--- src/rtl/ep0_hs_pkg.sv ---
package ep0_hs_pkg;

    localparam int REG_AW = 2;
    localparam int REG_DW = 8;

    localparam logic [REG_AW-1:0] ADDR_STAGE = 2'd0;
    localparam logic [REG_AW-1:0] ADDR_MODE  = 2'd1;
    localparam logic [REG_AW-1:0] ADDR_VALID = 2'd2;

    typedef enum logic [1:0] {
        TK_OUT   = 2'b00,
        TK_IN    = 2'b01,
        TK_SETUP = 2'b10,
        TK_RSVD  = 2'b11
    } tok_kind_e;

    typedef enum logic [1:0] {
        HS_NONE  = 2'b00,
        HS_ACK   = 2'b01,
        HS_NAK   = 2'b10,
        HS_STALL = 2'b11
    } hs_e;

    typedef struct packed {
        logic       flag;
        logic [1:0] mode;
        logic       bval;
    } ep_state_t;

    typedef struct packed {
        logic setup;
        logic err;
        logic done_ok;
    } hw_ev_t;

    function automatic logic mode_is_stall(input logic [1:0] m);
        return m[1];
    endfunction

    function automatic logic mode_is_auto(input logic [1:0] m);
        return (m == 2'b01);
    endfunction

endpackage

--- src/rtl/ep0_regs.sv ---
module ep0_regs
    import ep0_hs_pkg::*;
#(
    parameter int AW = REG_AW,
    parameter int DW = REG_DW
) (
    input  logic          clk,
    input  logic          rst,
    input  logic          we,
    input  logic [AW-1:0] addr,
    input  logic [DW-1:0] wdata,
    output logic [DW-1:0] rdata,
    input  hw_ev_t        ev,
    output ep_state_t     st
);

    localparam int PADW_1 = DW - 1;
    localparam int PADW_2 = DW - 2;

    ep_state_t nx;
    logic      unused_hi;
    assign unused_hi = ^wdata[DW-1:2];

    // CPU write first, hardware events layered on top so they win per bit
    always_comb begin
        nx = st;
        if (we) begin
            unique case (addr)
                AW'(ADDR_STAGE): if (!wdata[0]) nx.flag = 1'b0;
                AW'(ADDR_MODE):  nx.mode = wdata[1:0];
                AW'(ADDR_VALID): nx.bval = wdata[0];
                default: ;
            endcase
        end
        if (ev.done_ok) nx.bval    = 1'b0;
        if (ev.err)     nx.mode[1] = 1'b1;
        if (ev.setup) begin
            nx.flag = 1'b1;
            nx.mode = 2'b00;
            nx.bval = 1'b0;
        end
    end

    always_ff @(posedge clk) begin
        if (rst) st <= '0;
        else     st <= nx;
    end

    always_comb begin
        unique case (addr)
            AW'(ADDR_STAGE): rdata = {{PADW_1{1'b0}}, st.flag};
            AW'(ADDR_MODE):  rdata = {{PADW_2{1'b0}}, st.mode};
            AW'(ADDR_VALID): rdata = {{PADW_1{1'b0}}, st.bval};
            default:         rdata = '0;
        endcase
    end

    assert_setup_sets_flag_R1: assert property (@(posedge clk) disable iff (rst)
        ev.setup |=> st.flag);

    assert_flag_clear_R2: assert property (@(posedge clk) disable iff (rst)
        (we && addr == AW'(ADDR_STAGE) && !wdata[0] && !ev.setup) |=> !st.flag);

    assert_flag_w1_keeps_R2: assert property (@(posedge clk) disable iff (rst)
        (we && addr == AW'(ADDR_STAGE) && wdata[0] && !ev.setup)
        |=> st.flag == $past(st.flag));

    assert_err_stalls_R4: assert property (@(posedge clk) disable iff (rst)
        (ev.err && !ev.setup) |=> st.mode[1]);

    assert_setup_clears_R5: assert property (@(posedge clk) disable iff (rst)
        ev.setup |=> (st.mode == 2'b00 && !st.bval));

    assert_done_beats_cpu_R11: assert property (@(posedge clk) disable iff (rst)
        ev.done_ok |=> !st.bval);

endmodule

--- src/rtl/ep0_toggle.sv ---
module ep0_toggle (
    input  logic clk,
    input  logic rst,
    input  logic setup,
    input  logic adv,
    output logic tog
);

    always_ff @(posedge clk) begin
        if (rst)        tog <= 1'b0;
        else if (setup) tog <= 1'b1;
        else if (adv)   tog <= ~tog;
    end

    assert_setup_data1_R5: assert property (@(posedge clk) disable iff (rst)
        setup |=> tog);

    assert_adv_flips_R8: assert property (@(posedge clk) disable iff (rst)
        (adv && !setup) |=> tog != $past(tog));

    assert_idle_holds_R9: assert property (@(posedge clk) disable iff (rst)
        (!adv && !setup) |=> $stable(tog));

endmodule

--- src/rtl/ep0_resp.sv ---
module ep0_resp
    import ep0_hs_pkg::*;
(
    input  logic       tok_vld,
    input  tok_kind_e  kind,
    input  logic       rx_pid_one,
    input  logic [1:0] mode,
    input  logic       bval,
    input  logic       tog,
    output hs_e        hs,
    output logic       buf_en,
    output logic       xfer_ok
);

    logic data_tok;
    logic toggle_bad;

    assign data_tok   = (kind == TK_OUT) || (kind == TK_IN);
    assign toggle_bad = (kind == TK_OUT) && (rx_pid_one != tog);

    always_comb begin
        hs      = HS_NONE;
        buf_en  = 1'b0;
        xfer_ok = 1'b0;
        if (tok_vld) begin
            if (kind == TK_SETUP) begin
                hs     = HS_ACK;
                buf_en = 1'b1;
            end else if (data_tok) begin
                if (mode_is_stall(mode)) begin
                    hs = HS_STALL;
                end else if (!mode_is_auto(mode) || !bval) begin
                    hs = HS_NAK;
                end else if (toggle_bad) begin
                    hs = HS_ACK;
                end else begin
                    hs      = HS_ACK;
                    buf_en  = 1'b1;
                    xfer_ok = 1'b1;
                end
            end
        end
    end

endmodule

--- src/rtl/ep0_hs_ctrl.sv ---
module ep0_hs_ctrl
    import ep0_hs_pkg::*;
#(
    parameter int AW = REG_AW,
    parameter int DW = REG_DW
) (
    input  logic          clk,
    input  logic          rst,
    input  logic          cpu_we,
    input  logic [AW-1:0] cpu_addr,
    input  logic [DW-1:0] cpu_wdata,
    output logic [DW-1:0] cpu_rdata,
    input  logic          tok_vld,
    input  logic [1:0]    tok_kind,
    input  logic          tok_pid_one,
    input  logic          ev_setup,
    input  logic          ev_done,
    input  logic          ev_err,
    output logic [1:0]    hs_resp,
    output logic          data_pid_one,
    output logic          buf_access
);

    ep_state_t st;
    hw_ev_t    ev;
    hs_e       hs;
    tok_kind_e kind;
    logic      xfer_ok;
    logic      tog;
    logic      advance;

    assign kind    = tok_kind_e'(tok_kind);
    assign advance = ev_done && xfer_ok;

    assign ev.setup   = ev_setup;
    assign ev.err     = ev_err;
    assign ev.done_ok = advance;

    ep0_regs #(.AW(AW), .DW(DW)) u_regs (
        .clk   (clk),
        .rst   (rst),
        .we    (cpu_we),
        .addr  (cpu_addr),
        .wdata (cpu_wdata),
        .rdata (cpu_rdata),
        .ev    (ev),
        .st    (st)
    );

    ep0_toggle u_tog (
        .clk   (clk),
        .rst   (rst),
        .setup (ev_setup),
        .adv   (advance),
        .tog   (tog)
    );

    ep0_resp u_resp (
        .tok_vld    (tok_vld),
        .kind       (kind),
        .rx_pid_one (tok_pid_one),
        .mode       (st.mode),
        .bval       (st.bval),
        .tog        (tog),
        .hs         (hs),
        .buf_en     (buf_access),
        .xfer_ok    (xfer_ok)
    );

    assign hs_resp      = hs;
    assign data_pid_one = tog;

    logic unused_flag;
    assign unused_flag = st.flag;

    assert_stall_mode_R3: assert property (@(posedge clk) disable iff (rst)
        (tok_vld && (kind == TK_OUT || kind == TK_IN) && st.mode[1])
        |-> (hs_resp == 2'b11 && !buf_access));

    assert_nak_no_buf_R6: assert property (@(posedge clk) disable iff (rst)
        (hs_resp == 2'b10) |-> !buf_access);

    assert_setup_ack_R7: assert property (@(posedge clk) disable iff (rst)
        (tok_vld && kind == TK_SETUP) |-> (hs_resp == 2'b01 && buf_access));

    assert_discard_keeps_R9: assert property (@(posedge clk) disable iff (rst)
        (ev_done && !buf_access && !ev_setup) |=> $stable(data_pid_one));

endmodule

--- config.mk ---
export PLATFORM = sky130hd
export DESIGN_NAME = ep0_hs_ctrl
export DESIGN_NICKNAME = d
export VERILOG_FILES = /design/src/rtl/ep0_hs_pkg.sv /design/src/rtl/ep0_regs.sv /design/src/rtl/ep0_toggle.sv /design/src/rtl/ep0_resp.sv /design/src/rtl/ep0_hs_ctrl.sv
export SDC_FILE = /design/constraint.sdc
export NUM_CORES = 1
export LEC_CHECK = 0
export CAP_MARGIN = 30
export CORE_UTILIZATION = 28
export CTS_CLUSTER_DIAMETER = 40
export DETAILED_ROUTE_END_ITERATION = 12
export HOLD_SLACK_MARGIN = 0.1
export PLACE_DENSITY = 0.84
export SYNTH_ARGS = -nofsm -noshare
export SYNTH_HDL_FRONTEND = slang
export SYNTH_SLANG_ARGS = --single-unit
--- constraint.sdc ---
create_clock -name clk -period 1.02 [get_ports clk]
set_input_delay 0.204 -clock clk [delete_from_list [all_inputs] [get_ports clk]]
set_output_delay 0.204 -clock clk [all_outputs]
set_load 0.1 [all_outputs]
==> reports/qor.json <==
{
  "ys_async_sr_fraction": 0,
  "commonest_register_cell_after_synthesis": "dfxtp_1",
  "crit_end": "buf_access",
  "drt_iter0_drc": 4,
  "rows": 13,
  "mostFrequentLayoutCell": "buf_4",
  "cp-startpoint": "u_tog.tog",
  "core_area_sq_um": 1301,
  "clock_pin_slew_on_the_worst_setup_and_hold_paths_ns": 0.04,
  "number_of_vias_after_detailed_routing": 439,
  "synth-edff-count": 0,
  "yosys_register_bits": 5,
  "drive_gt1_frac": 0.5854,
  "outcome": "finished with violations",
  "holdCritPathClass": "in2reg",
  "post_dp_cell_area_sq_um": 787.0,
  "overflow": 0,
  "reg2reg_from": "u_regs.st[2]",
  "violations_in_the_final_reports": "negative setup slack",
  "worst_ir_drop_vdd_uv": 715.5,
  "initial_utilization": 0.3019,
  "post-synth-top-area-fraction": 0.2548,
  "global_route.peak_usage_layer": "met2",
  "clkSinkCount": 5,
  "cts_inserted_buffers": 3,
  "globalRouteMet3Util": 0.01705,
  "crit_arrival_ns": 1.32,
  "netlist_instances": 44,
  "all_layer_gr_usage": 0.1651,
  "antenna-diode-count": 0,
  "dpl.cell_count": 90,
  "clock_tree_from_tritoncts": "done",
  "design_power_total_mw": 0.8372,
  "final-hold-violation-count": 0,
  "dpl_worst_slack_ns": -0.6853,
  "clock-root-buffer": "clkbuf_4",
  "first_global_vias": 383,
  "timing.rr.end": "u_tog.tog",
  "synth.cell_area_sq_um": 392.9,
  "final_cell_mix": "buf_4 (11), conb_1 (6), clkdlybuf4s50_1 (6), buf_12 (6), buf_6 (5)",
  "seq_area_frac_synth": 0.2548,
  "nets": 103,
  "ios": 32,
  "die_w_um": 39.46,
  "drc_viols": 0,
  "port_buffers": 19,
  "final.setup_skew_ns": 0.001062,
  "post-route-min-period_ns": 1.522,
  "power.leakage_nw": 0.3966,
  "dp_hpwl_um": 863.8,
  "postSynthAreaPerCell_sq_um": 8.929,
  "clk_path_buf_depth": 2,
  "crit_required_ns": 0.82,
  "post-synth-top-area-cell": "dfxtp_1",
  "kind_of_end_point_of_the_critical_path": "output pin",
  "cts_htree_levels": 1,
  "die_area_sq_um": 1557,
  "grt_first_pass_wirelength_um": 1649,
  "cts_hold_buffers": 0,
  "antenna_found_initial": 0,
  "r2r_setup_slack_ns": -0.38,
  "critical_path_peak_fanout": 3,
  "drt_first_pass_iters": 4,
  "final-instance-count-excl-fill": 97,
  "clkLatencyLatePin_ns": 0.23,
  "gp_routability_congestion": 0.6959,
  "reg2reg_depth": 5,
  "postLayoutCoreUtil": 0.6760,
  "grt_start_max_net_pins": 7,
  "area_delta_synth_final_pct": 123.9,
  "fin_worst_hold_slack_ns": 0.3505,
  "die_y_um": 39.46,
  "timing_worst_setup_path_type": "reg2out",
  "avgViaCountPerCell": 4.526,
  "grt_use_met2": 0.2951,
  "slew_violations": 0,
  "wl_per_cell_um": 11.65,
  "tns_ns": -2.620,
  "fin_area_sq_um": 879.6,
  "power_per_cell_area_nw_per_um2": 951.8,
  "synth-warning-count": 0,
  "drv.max_cap_violation_count": 0,
  "period_share": 1.492,
  "layout_setup_ws_ns": -0.5022,
  "synth.lib_cells_used.distinct": 22,
  "clock.fmax_mhz": 656.9,
  "detail_route.wirelength_um": 1130,
  "synthTopCellsByArea": "dfxtp_1 (25%), buf_4 (11%), nand3b_1 (7.6%)",
  "setup-violations-final": 8,
  "critical_path.startpoint_type": "flip-flop",
  "route.antenna.remaining_nets": 0,
  "grt_setup_unrepaired": "true",
  "met1_track_usage_gr": 0.1918
}
==> worst max-delay path, stage by stage (launching register included) <==
cell      delay (ns)
dfxtp_4         0.34
xor2_2          0.17
a211oi_4        0.24
o21a_4          0.16
buf_12          0.16
==> worst min path at each step <==
stage,start,end,cells after the start
5_1_grt,cpu_wdata[0],u_regs.st[3],4
6_report,cpu_wdata[0],u_regs.st[3],4
3_3_place_gp,u_regs.st[3],u_regs.st[3],2
4_1_cts,cpu_wdata[0],u_regs.st[3],4
3_5_place_dp,u_regs.st[3],u_regs.st[3],2
2_1_floorplan,rst,u_tog.tog,1
==> power by group <==
group | internal (mW) | switching [mW] | total (mW)
Combinational | 0.151 | 0.253 | 0.403
Clock | 0.147 | 0.0736 | 0.221
Sequential | 0.203 | 0.0101 | 0.213
==> routing by layer <==
layer,up-vias,part of all wire
met3,2,0.039
met1,198,0.44
met5,-,0
li1,226,-
met2,13,0.52
met4,0,0.0053
==> Yosys cell counts, types with 2 or more instances <==
library cell  instances
dfxtp_1               5
mux2i_1               2
o21a_1                3
buf_4                 6
nand3b_1              4
a21oi_1               2
and3b_1               2
nor2_1                5
a211oi_1              2
==> registers in the layout (all words and copies together) (netlist names) <==
name,count
u_regs.st,4
u_tog.tog,1
==> what timing repair did <==
action / 4_1_cts / 5_1_grt
pin swaps: 6 / 5
buffers inserted: 2 / 1
gates resized for setup: 25 / 8
endpoints found under the setup margin: 11 / 9
==> area by class of cell <==
type                    count  area, sq um
clock buffers               4        26.28
flip-flops and latches      5        110.1
fillers                   104        421.7
multi-input cells          38        354.1
well taps                  15        18.77
repair buffers             35        370.4
==> kinds of logic after synthesis <==
kind of cell,Yosys count,synth area share
muxes,4,0.1083
and+or+nand+nor,17,0.3121
other,1,0.009545
DFF,5,0.2548
buffers and inverters,6,0.1146
AOI/OAI and AO/OA,10,0.1783
xor gates and xnor gates,1,0.02230
No activity file was read; power rests on OpenSTA's default activity.
